$ cat config.mk
export PLATFORM = sky130hd
export DESIGN_NAME = cs_guard
export DESIGN_NICKNAME = d
export VERILOG_FILES = /design/src/rtl/cs_guard_pkg.sv /design/src/rtl/cs_guard_cfg_reg.sv /design/src/rtl/cs_guard_region.sv /design/src/rtl/cs_guard_check.sv /design/src/rtl/cs_guard.sv
export SDC_FILE = /design/constraint.sdc
export NUM_CORES = 1
export LEC_CHECK = 0
export ABC_AREA = 0
export CAP_MARGIN = 10
export CORE_MARGIN = 1
export CORE_UTILIZATION = 35
export DETAILED_ROUTE_END_ITERATION = 10
export MAX_ROUTING_LAYER = met4
export PLACE_DENSITY_LB_ADDON = 0.3
export SLEW_MARGIN = 10
export SYNTH_ARGS = -nofsm -noshare
export SYNTH_HDL_FRONTEND = slang
export SYNTH_SLANG_ARGS = --single-unit
$ cat constraint.sdc
create_clock -name clk_i -period 1.9 [get_ports clk_i]
set_input_delay 0.57 -clock clk_i [delete_from_list [all_inputs] [get_ports clk_i]]
set_output_delay 0.57 -clock clk_i [all_outputs]
set_load 0.05 [all_outputs]
$ cat src/rtl/cs_guard_pkg.sv
package cs_guard_pkg;

  typedef struct packed {
    logic       ro_all;     // 15
    logic       sup_only;   // 14
    logic       ro_prot;    // 13
    logic [1:0] usz;        // 12:11
    logic       merge;      // 10
    logic       dram;       // 9
    logic       flash;      // 8
    logic [6:0] misc;       // 7:1, held only
    logic       en;         // 0
  } cs_cfg_t;

  localparam cs_cfg_t CFG_RST = cs_cfg_t'(16'h0200);
  localparam int unsigned NUM_SIZES = 4;

endpackage

$ cat src/rtl/cs_guard_cfg_reg.sv
module cs_guard_cfg_reg
  import cs_guard_pkg::*;
(
  input  logic    clk_i,
  input  logic    rst_ni,
  input  logic    we_i,
  input  cs_cfg_t wdata_i,
  output cs_cfg_t q_o
);

  always_ff @(posedge clk_i or negedge rst_ni) begin
    if (!rst_ni)   q_o <= CFG_RST;
    else if (we_i) q_o <= wdata_i;
  end


  cfg_load_chk: assert property (@(posedge clk_i) disable iff (!rst_ni)
    we_i |=> (q_o == $past(wdata_i)));

endmodule

$ cat src/rtl/cs_guard_region.sv
module cs_guard_region
  import cs_guard_pkg::*;
#(
  parameter int unsigned AW         = 19,
  parameter int unsigned BASE_SHIFT = 15  // log2 of smallest unprotected size
) (
  input  logic [AW-1:0] offset_i,
  input  logic [1:0]    usz_i,
  output logic          prot_o
);

  localparam int unsigned LW = AW + 1;

  logic [LW-1:0] lim [NUM_SIZES];

  for (genvar k = 0; k < NUM_SIZES; k++) begin : g_lim
    assign lim[k] = LW'(1) << (BASE_SHIFT + k);
  end

  assign prot_o = ({1'b0, offset_i} >= lim[usz_i]);

endmodule

$ cat src/rtl/cs_guard_check.sv
module cs_guard_check (
  input  logic clk_i,
  input  logic rst_ni,
  input  logic valid_i,
  input  logic write_i,
  input  logic super_i,
  input  logic prot_i,
  input  logic berr_en_i,
  input  logic en_i,
  input  logic ro_all_i,
  input  logic sup_only_i,
  input  logic ro_prot_i,
  input  logic dram_i,
  input  logic flash_i,
  output logic sel_o,
  output logic dram_sel_o,
  output logic flash_sel_o,
  output logic berr_o
);

  logic hit, viol, grant;

  always_comb begin
    hit   = valid_i & en_i;
    viol  = (ro_all_i & write_i)
          | (prot_i & sup_only_i & ~super_i)
          | (prot_i & ro_prot_i & write_i);
    grant = hit & ~viol;
  end

  always_ff @(posedge clk_i or negedge rst_ni) begin
    if (!rst_ni) begin
      sel_o       <= 1'b0;
      dram_sel_o  <= 1'b0;
      flash_sel_o <= 1'b0;
      berr_o      <= 1'b0;
    end else begin
      sel_o       <= grant;
      dram_sel_o  <= grant & dram_i;
      flash_sel_o <= grant & flash_i & ~dram_i;   // DRAM wins
      berr_o      <= hit & viol & berr_en_i;
    end
  end


  sel_berr_excl_chk: assert property (@(posedge clk_i) disable iff (!rst_ni)
    !(sel_o && berr_o));


  berr_cause_chk: assert property (@(posedge clk_i) disable iff (!rst_ni)
    berr_o |-> $past(valid_i && en_i && berr_en_i));


  off_quiet_chk: assert property (@(posedge clk_i) disable iff (!rst_ni)
    (valid_i && !en_i) |=> (!sel_o && !berr_o));


  sel_cause_chk: assert property (@(posedge clk_i) disable iff (!rst_ni)
    sel_o |-> $past(valid_i));


  dram_prio_chk: assert property (@(posedge clk_i) disable iff (!rst_ni)
    flash_sel_o |-> (sel_o && !dram_sel_o));

endmodule

$ cat src/rtl/cs_guard.sv
module cs_guard
  import cs_guard_pkg::*;
#(
  parameter int unsigned AW         = 19,
  parameter int unsigned BASE_SHIFT = 15
) (
  input  logic          clk_i,
  input  logic          rst_ni,
  input  logic          cfg_we_i,
  input  logic [15:0]   cfg_wdata_i,
  output logic [15:0]   cfg_rdata_o,
  input  logic          acc_valid_i,
  input  logic [AW-1:0] acc_offset_i,
  input  logic          acc_write_i,
  input  logic          acc_super_i,
  input  logic          berr_en_i,
  output logic          sel_o,
  output logic          dram_sel_o,
  output logic          flash_sel_o,
  output logic          combined_o,
  output logic          berr_o
);

  cs_cfg_t cfg_q;
  logic    prot;

  cs_guard_cfg_reg u_cfg (
    .clk_i   (clk_i),
    .rst_ni  (rst_ni),
    .we_i    (cfg_we_i),
    .wdata_i (cs_cfg_t'(cfg_wdata_i)),
    .q_o     (cfg_q)
  );

  cs_guard_region #(.AW(AW), .BASE_SHIFT(BASE_SHIFT)) u_region (
    .offset_i (acc_offset_i),
    .usz_i    (cfg_q.usz),
    .prot_o   (prot)
  );

  cs_guard_check u_check (
    .clk_i       (clk_i),
    .rst_ni      (rst_ni),
    .valid_i     (acc_valid_i),
    .write_i     (acc_write_i),
    .super_i     (acc_super_i),
    .prot_i      (prot),
    .berr_en_i   (berr_en_i),
    .en_i        (cfg_q.en),
    .ro_all_i    (cfg_q.ro_all),
    .sup_only_i  (cfg_q.sup_only),
    .ro_prot_i   (cfg_q.ro_prot),
    .dram_i      (cfg_q.dram),
    .flash_i     (cfg_q.flash),
    .sel_o       (sel_o),
    .dram_sel_o  (dram_sel_o),
    .flash_sel_o (flash_sel_o),
    .berr_o      (berr_o)
  );

  assign cfg_rdata_o = cfg_q;
  assign combined_o  = cfg_q.merge & cfg_q.dram & cfg_q.en;


  combined_needs_dram_chk: assert property (@(posedge clk_i) disable iff (!rst_ni)
    combined_o |-> (cfg_rdata_o[9] && cfg_rdata_o[0]));

endmodule

; Word level (Yosys, flattened, before mapping)
; Index checks and enable logic that the tools add are counted.
[word_totals]
register_bits = 20
elab_cells = 38
output_inout_bits = 21
[classes]
mux = 3
bitwise = 20
n_lt_le_gt_ge = 2
[ops]
columns = cell, count
row1 = 20-bit binary-select mux with 2-bit select, 1
row2 = 20-bit two-way mux, 2
row3 = 19-bit by 20-bit greater-or-equal comparator with 1-bit output, 1
row4 = 1-bit AND, 14
row5 = "3-bit greater-or-equal comparator, second input constant", 1
row6 = 1-bit NOT, 3
row7 = 2-bit NOT with 3-bit output, 1
row8 = 1-bit bitwise OR, 2

; Depth between registers and ports, before layout
; Gate-level depths: netlist (run 1).
[logic_depth]
ltp_word = 13
ltp_mapped = 6

; Cells and area by module
; A second synthesis (run 1) with hierarchy kept.
[unflattened]
cells_unflattened = 68
area_unflattened_um2 = 982.2
[modules_own_cells]
columns = mod, cells_per_inst, seq_area_each_um2, area_per_inst_um2, n_inst
row1 = cs_guard_cfg_reg, 34, 401.6, 650.6, 1
row2 = cs_guard_check, 14, 100.1, 172.7, 1
row3 = cs_guard_region, 19, 0.0, 152.6, 1
row4 = cs_guard, 1, 0.0, 6.3, 1

; Least setup slack after synthesis (run 1)
; OpenSTA, ideal clock, no wires.
[synth_path]
path_type = reg-to-reg
start = register u_cfg.q_o[11] (netlist bit)
end = register u_check.berr_o
path_buffers = 0
setup_slack_ns = -0.083
setup_ns = 0.068
required_time_ns = 1.832
stages_incl_launch_ff = 7
t_arrival_ns = 1.916
synth_period_minus_slack_ns = 1.983
path_cell_list = dfrtp_1 > nand2b_1 > ha_1 > o21ai_0 > a221o_1 > a22oi_2 > and4_1
[synth_between]
elab_chain_cells = 11
[synth_lines]
columns = element, line
row1 = from (decl), cs_guard_cfg_reg.sv:8  ; output cs_cfg_t q_o
row2 = from (signal assigned), cs_guard_cfg_reg.sv:13  ; else if (we_i) q_o <= wdata_i;
row3 = 2-bit NOT with 3-bit output (implied by the code) (*), cs_guard_region.sv:20  ; assign prot_o = ({1'b0, offset_i} >= lim[usz_i]);
row4 = 20-bit binary-select mux with 2-bit select (*), cs_guard_region.sv:20
row5 = 20-bit two-way mux (implied by the code) (*) (2 in series), cs_guard_region.sv:20
row6 = 19-bit by 20-bit greater-or-equal comparator with 1-bit output (*), cs_guard_region.sv:20
row7 = 1-bit AND (2 in series), cs_guard_check.sv:26  ; | (prot_i & sup_only_i & ~super_i)
row8 = 1-bit bitwise OR, cs_guard_check.sv:26
row9 = 1-bit bitwise OR (*), cs_guard_check.sv:27  ; | (prot_i & ro_prot_i & write_i);
row10 = 1-bit AND (*) (2 in series), cs_guard_check.sv:41  ; berr_o <= hit & viol & berr_en_i;
row11 = to (signal assigned), cs_guard_check.sv:41
row12 = to (decl), cs_guard_check.sv:18  ; output logic berr_o
; Mark *: on every way between the ends. The rest lies on a longest branch, timed or not. The select of a mux whose other input is x is not followed.
; A chain may end at the register's enable or synchronous reset.

; Final worst setup path (run 1)
[layout_path]
start = input acc_offset_i[16]
end = register u_check.berr_o
[layout_between]
elab_chain_cells = 7
[layout_lines]
columns = element, line
row1 = from (decl), cs_guard.sv:13  ; input logic [AW-1:0] acc_offset_i,
row2 = 19-bit by 20-bit greater-or-equal comparator with 1-bit output (*), cs_guard_region.sv:20
row3 = 1-bit AND (2 in series), cs_guard_check.sv:26
row4 = 1-bit bitwise OR, cs_guard_check.sv:26
row5 = 1-bit bitwise OR (*), cs_guard_check.sv:27
row6 = 1-bit AND (*) (2 in series), cs_guard_check.sv:41
; Mark *: on every way between the ends. The rest lies on a longest branch, timed or not.

==> impl_metrics.env, run 1 <==
export IMPL_h_tree_depth=1
export IMPL_io_buffers=62
export IMPL_viasPerCell=4.83
export IMPL_yosys_area_top_type="dfrtp_1"
export IMPL_first_global_vias=768
export IMPL_slew_violations=0
export IMPL_min_from="u_cfg.q_o[5]"
export IMPL_use_met2_pct=29.1
export IMPL_r2r_setup_slack_ns=0.09
export IMPL_preCtsSetupSlack_ns=-0.350
export IMPL_pwr_share_seq_pct=42.2
export IMPL_syn_nets=121
export IMPL_final_layout_size_suffix_gt1_share_pct=39.1
export IMPL_num_rows=18
export IMPL_busiest_layer="met2"
export IMPL_crit_type="primary input to register"
export IMPL_ys_seq_elements=20
export IMPL_finalCriticalPeriod_ns=1.86
export IMPL_path_max_fanout=4
export IMPL_power_frac_clock_pct=20.6
export IMPL_dr_total_vias=811
export IMPL_cts_buffers=3
export IMPL_hold_viol=0
export IMPL_wl_per_cell_um=13.1
export IMPL_cp_cell_sequence="clkdlybuf4s50_1 -> ha_1 -> o21ai_1 -> a221o_1 -> a22oi_2 -> and4_1"
export IMPL_min_to="u_cfg.q_o[5]"
export IMPL_die_w_um=54.4
export IMPL_end_kind="register"
export IMPL_io_pins=63
export IMPL_syn_avg_cell_area_um2=12.8
export IMPL_rr_worst_depth=6
export IMPL_design_core_area_mm2=0.00254
export IMPL_setup_viol=0
export IMPL_p_comb_share_pct=37.1
export IMPL_synth_warnings=0
export IMPL_netlist_area_um2=960
export IMPL_synth_ff_type="dfrtp_1"
export IMPL_drtIter0Drc=9
export IMPL_synth_fa_ha_area_share_pct=5.22
export IMPL_post_synth_top_count_cell="dfrtp_1"
export IMPL_grt_usage_pct=16.9
export IMPL_leakage_uw=0.000741
export IMPL_hp_class="register to register"
export IMPL_outcome="completed"
export IMPL_use_met3_pct=6.67
export IMPL_hold_depth=1
export IMPL_ir_drop_uv=637
export IMPL_synthXorXnorAreaFrac_pct=0
export IMPL_cp_start_kind="primary input"
export IMPL_power_density_mw_per_mm2=717
export IMPL_syn_instance_count=75
export IMPL_drc=0
export IMPL_swShare_pct=33.0
export IMPL_max_cap_violations=0
export IMPL_grt_start_max_net_pins=21
export IMPL_synth_edf_count=0
export IMPL_slowest_stage="clkdlybuf4s50_1"
export IMPL_clock_path_buffers=2
export IMPL_finalCritPeriodShare_pct=97.9
export IMPL_dieArea_mm2=0.00296
export IMPL_place_gp_congestion=0.713
export IMPL_rr_endpoint="u_check.berr_o"
export IMPL_clock_latency_ns=0.30
export IMPL_arrival_ns=2.11
export IMPL_synth_simple_area_share_pct=12.5
export IMPL_worst_pin_slew_ns=0.264
export IMPL_synth_top_family_by_area="multiplexers"
export IMPL_synth_commonest_cells="19 x dfrtp_1, 16 x mux2_2, 6 x buf_4"
export IMPL_synth_distinct_cells=22
export IMPL_grt_pass1_wl_mm=3.39
export IMPL_r2r_start="u_cfg.q_o[12]"
export IMPL_worstPathRequired_ns=2.15
export IMPL_area_delta_synth_final_pct=71.6
export IMPL_switchingPower_uw=389
export IMPL_fmax_ghz=0.538
export IMPL_drtAntennaViolNets=0
export IMPL_drtPass1Iterations=3
export IMPL_use_met1_pct=19.1
export IMPL_relSlewSlack_pct=82.3
export IMPL_hpwl_mm=1.81
export IMPL_overflow=0
export IMPL_rsz0062_at_grt="true"
export IMPL_place_area_mm2=0.00156
export IMPL_synthMuxAreaShare_pct=18.8
export IMPL_timing_final_ws_setup_ns=0.0402
export IMPL_ys_seq_area_share_pct=52.3
export IMPL_total_power_uw=1180
export IMPL_synth_compound_area_share_pct=5.22
export IMPL_ys_top_cells_by_area="dfrtp_1 50%, mux2_2 19%, ha_1 5.2%"
export IMPL_tritoncts="built"
export IMPL_antenna_cells_inserted=0
export IMPL_ctsHoldBuffers=0
export IMPL_synth_top_area_share_pct=49.5
export IMPL_p_int_uw=791
export IMPL_cpPeakStageDelay_ns=0.41
export IMPL_clock_sinks=20
export IMPL_async_flop_share_pct=100
export IMPL_initial_utilization_pct=37.7
export IMPL_finClkSkew_ns=0.00547
export IMPL_stdcell_area_mm2=0.00165
export IMPL_die_h_um=54.4
export IMPL_routed_wl_mm=2.20
export IMPL_antenna_found_initial=0
export IMPL_clkTransAtPathRegs_ns=0.11
export IMPL_root_buffer="clkbuf_4"
export IMPL_fin_nets=185
## critical path, delay by kind of cell
| kind | cells | cell delay [ns] |
|---|---|---|
| simple gates | 1 | 0.22 |
| compound gates | 3 | 0.63 |
| buf+inv | 1 | 0.41 |
| fa+ha+maj | 1 | 0.28 |
## cell type report
type	count	area, um2
Tap cell	30	37.5
Sequential cell	20	504
Clock buffer	4	36.3
Inverter	1	3.75
Fill cell	217	898
Timing Repair Buffer	67	636
Multi-Input combinational cell	46	429
## sequential cells by signal, summed over array words and instances, names as in the netlist
signal	count
u_cfg.q_o	16
u_check.berr_o	1
u_check.dram_sel_o	1
u_check.flash_sel_o	1
u_check.sel_o	1
## repair_timing
| item | in CTS | in global routing |
|---|---|---|
| setup endpoints to repair | 2 | 4 |
| gates resized for setup | 1 | 6 |
| pin swaps | 0 | 2 |
| buffers inserted | 0 | 2 |
## worst max path at each step
stage,from,to,slack (ns),cells after the start
3_5_place_dp,acc_offset_i[17],u_check.flash_sel_o,-0.35,6
6_report,acc_offset_i[16],u_check.berr_o,0.04,6
3_3_place_gp,acc_offset_i[17],u_check.berr_o,-0.29,6
4_1_cts,acc_offset_i[17],u_check.flash_sel_o,-0.02,6
5_1_grt,u_cfg.q_o[11],u_check.dram_sel_o,-0.01,6
2_1_floorplan,u_cfg.q_o[11],u_check.berr_o,0.04,6
## stage by stage
step	hold WS, ns	utilization [%]	cells	TNS (ns)
after floorplan	0.274	-	75	0
after global placement	0.491	61.4	162	-1.00
after detailed placement	0.498	61.4	162	-1.23
after CTS	0.528	63.0	166	-0.0278
after global routing	0.549	64.7	168	-0.0346
final	0.520	64.7	168	0
## layout by cell type, fill, tap and decap left out, types with 3 or more instances in the layout
| cell type | instances |
|---|---|
| nor4_1 | 3 |
| nor2_1 | 4 |
| mux2_2 | 16 |
| buf_4 | 24 |
| dfrtp_1 | 17 |
| ha_1 | 4 |
| nand2b_1 | 3 |
| nand2_1 | 4 |
| clkdlybuf4s50_1 | 39 |
| clkbuf_4 | 3 |
## cells by family (layout without fill, tap and decap cells)
kind of cell / count (synthesis) / after routing
fa+ha+maj: 4 / 4
compound gates: 5 / 5
flops: 20 / 20
buf+inv: 9 / 72
simple gates: 21 / 21
mux: 16 / 16
## power groups by stage
stage	Combinational, uW	Sequential [uW]	Clock, uW
after floorplan	161	593	0
after global placement	415	505	0
after detailed placement	425	508	0
after CTS	427	500	254
after global routing	465	506	273
final	438	498	243
## layer usage
metal	vias to the layer above	part of all wire (%)	routed length (um)
li1	393	-	-
met1	388	38	841
met2	30	56	1230
met3	0	6.2	136
met4	0	0	0
met5	-	0	0
No activity file was read; power rests on OpenSTA's default activity.
==> inputs of run 2 (changes only) <==
CTS_CLUSTER_SIZE = 14   (was not set)
==> results of run 2 <==
Final layout, timing and power as in run 1 (identical DEF).
==> inputs of run 3 (changes only) <==
CORE_UTILIZATION = 37   (was 35)
CTS_BUF_LIST = sky130_fd_sc_hd__clkbuf_4 sky130_fd_sc_hd__clkbuf_8   (was not set)
GPL_TIMING_DRIVEN = 0   (was not set)
==> impl_metrics.env, run 3 (same netlist as run 1, synthesis figures left out) <==
export IMPL_outcome="completed"
export IMPL_wl_per_cell_um=13.1
export IMPL_die_h_um=52.9
export IMPL_slew_violations=0
export IMPL_first_global_vias=881
export IMPL_viasPerCell=4.96
export IMPL_final_cell_mix="37 x clkdlybuf4s50_1, 17 x dfrtp_1, 16 x mux2_2, 15 x dlygate4sd2_1, 8 x buf_4"
export IMPL_drtPass1Iterations=2
export IMPL_rr_worst_depth=7
export IMPL_clock_latency_ns=0.29
export IMPL_antenna_found_initial=0
export IMPL_relSlewSlack_pct=43.2
export IMPL_min_from="u_cfg.q_o[5]"
export IMPL_fmax_ghz=0.539
export IMPL_arrival_ns=2.04
export IMPL_finalCriticalPeriod_ns=1.85
export IMPL_final_setup_tns_ns=0
export IMPL_overflow=0
export IMPL_root_buffer="clkbuf_4"
export IMPL_initial_utilization_pct=39.1
export IMPL_clkTransAtPathRegs_ns=0.11
export IMPL_ctsHoldBuffers=0
export IMPL_drtAntennaViolNets=0
export IMPL_fin_nets=189
export IMPL_drtIter0Drc=1
export IMPL_area_delta_synth_final_pct=79.1
export IMPL_hpwl_mm=1.76
export IMPL_power_density_mw_per_mm2=746
export IMPL_min_to="u_cfg.q_o[5]"
export IMPL_cts_buffers=3
export IMPL_num_rows=18
export IMPL_dieArea_mm2=0.00280
export IMPL_hold_slack_ns=0.510
export IMPL_worstPathRequired_ns=2.09
export IMPL_crit_type="primary input to register"
export IMPL_antenna_cells_inserted=0
export IMPL_final_layout_size_suffix_gt1_share_pct=33.8
export IMPL_final_common_cell="clkdlybuf4s50_1"
export IMPL_drc=0
export IMPL_r2r_setup_slack_ns=0.07
export IMPL_worst_pin_slew_ns=0.850
export IMPL_hp_class="register to register"
export IMPL_rr_endpoint="u_check.flash_sel_o"
export IMPL_regMostFlops="u_cfg.q_o"
export IMPL_ir_drop_uv=581
export IMPL_setup_viol=0
export IMPL_hold_depth=1
export IMPL_h_tree_depth=1
export IMPL_cpPeakStageDelay_ns=0.45
export IMPL_design_core_area_mm2=0.00245
export IMPL_path_max_fanout=3
export IMPL_grt_pass1_wl_mm=3.50
export IMPL_clock_sinks=20
export IMPL_clock_path_buffers=2
export IMPL_fill_cells=196
export IMPL_io_buffers=61
export IMPL_io_pins=63
export IMPL_rsz0062_at_grt="true"
export IMPL_cp_start_kind="primary input"
export IMPL_hold_viol=0
export IMPL_leakage_uw=0.000770
export IMPL_end_kind="register"
export IMPL_tritoncts="built"
export IMPL_dr_total_vias=853
export IMPL_r2r_start="u_cfg.q_o[11]"
export IMPL_grt_usage_pct=18.1
export IMPL_finalCritPeriodShare_pct=97.6
export IMPL_max_cap_violations=0
export IMPL_cp_cell_sequence="clkdlybuf4s50_1 -> ha_4 -> nor2_1 -> a221o_1 -> a22oi_2 -> buf_4 -> nor3b_1"
export IMPL_die_w_um=52.9
export IMPL_routed_wl_mm=2.25
export IMPL_place_gp_congestion=0.663
export IMPL_slowest_stage="clkdlybuf4s50_1"
export IMPL_finClkSkew_ns=0.000837
export IMPL_largest_register_ffs=16
export IMPL_grt_start_max_net_pins=21
## run 3: cell types whose count changed in the layout (fill, tap and decap cells not counted), sizes merged
cell	previous run	this run
dlygate4sd2	0	15
clkbuf	4	7
bufinv	0	1
buf	26	10
clkdlybuf4s15	0	3
clkdlybuf4s50	39	37
## run 3: metrics by stage
| stage | total power (uW) | instances | setup WS, ns | util (%) | cell area, um2 |
|---|---|---|---|---|---|
| final | 1280 | 172 | 0.0455 | 70.0 | 1720 |
| after floorplan | 753 | 75 | 0.0385 | - | 962 |
| after detailed placement | 947 | 166 | -0.402 | 65.6 | 1610 |
| after CTS | 1270 | 170 | -0.00313 | 67.6 | 1660 |
| after global placement | 938 | 166 | -0.375 | 65.6 | 1610 |
| after global routing | 1350 | 172 | -0.0567 | 70.0 | 1720 |
## run 3: worst max path at each step
stage,from,to,slack [ns],depth (start not counted)
after floorplan,u_cfg.q_o[11],u_check.berr_o,0.04,6
after global placement,acc_offset_i[15],u_check.berr_o,-0.37,7
after detailed placement,acc_offset_i[15],u_check.berr_o,-0.40,7
after CTS,acc_offset_i[17],u_check.flash_sel_o,-0.003,6
after global routing,u_cfg.q_o[11],u_check.flash_sel_o,-0.06,7
final,acc_offset_i[18],u_check.dram_sel_o,0.05,7
## run 3: layout make-up
cell class / instances / area [um2] / share of cell area (%)
tap: 30 / 37.5 / 2.18
timing repair buffer: 63 / 597 / 34.7
buffer: 8 / 53.8 / 3.13
multi-input combinational: 46 / 470 / 27.4
clock inverter: 1 / 30.0 / 1.75
sequential: 20 / 504 / 29.3
inverter: 1 / 3.75 / 0.218
clock buffer: 3 / 22.5 / 1.31
## run 3: metal layers
metal  up-vias  part of all wire, %  GRT usage [%]
li1        401                    -              -
met1       408                   37           18.5
met2        42                   51           32.7
met3         2                   11           3.45
met4         0                 0.76           9.21
met5         -                    0              -
## run 3: critical path: cells and delay by family
family / cells / cell delay [ns]
simple gates: 2 / 0.08
buf+inv: 2 / 0.60
compound gates: 2 / 0.49
fa+ha+maj: 1 / 0.29
## run 3: report_power, final
group / internal [uW] / switching (uW)
clock: 213 / 125
combinational: 207 / 241
sequential: 467 / 28.8
## run 3: what timing repair did
action	4_1_cts	5_1_grt
setup buffers	0	2
gates cloned	0	0
pin swaps	5	6
resized for setup	39	13
setup endpoints to repair	24	7
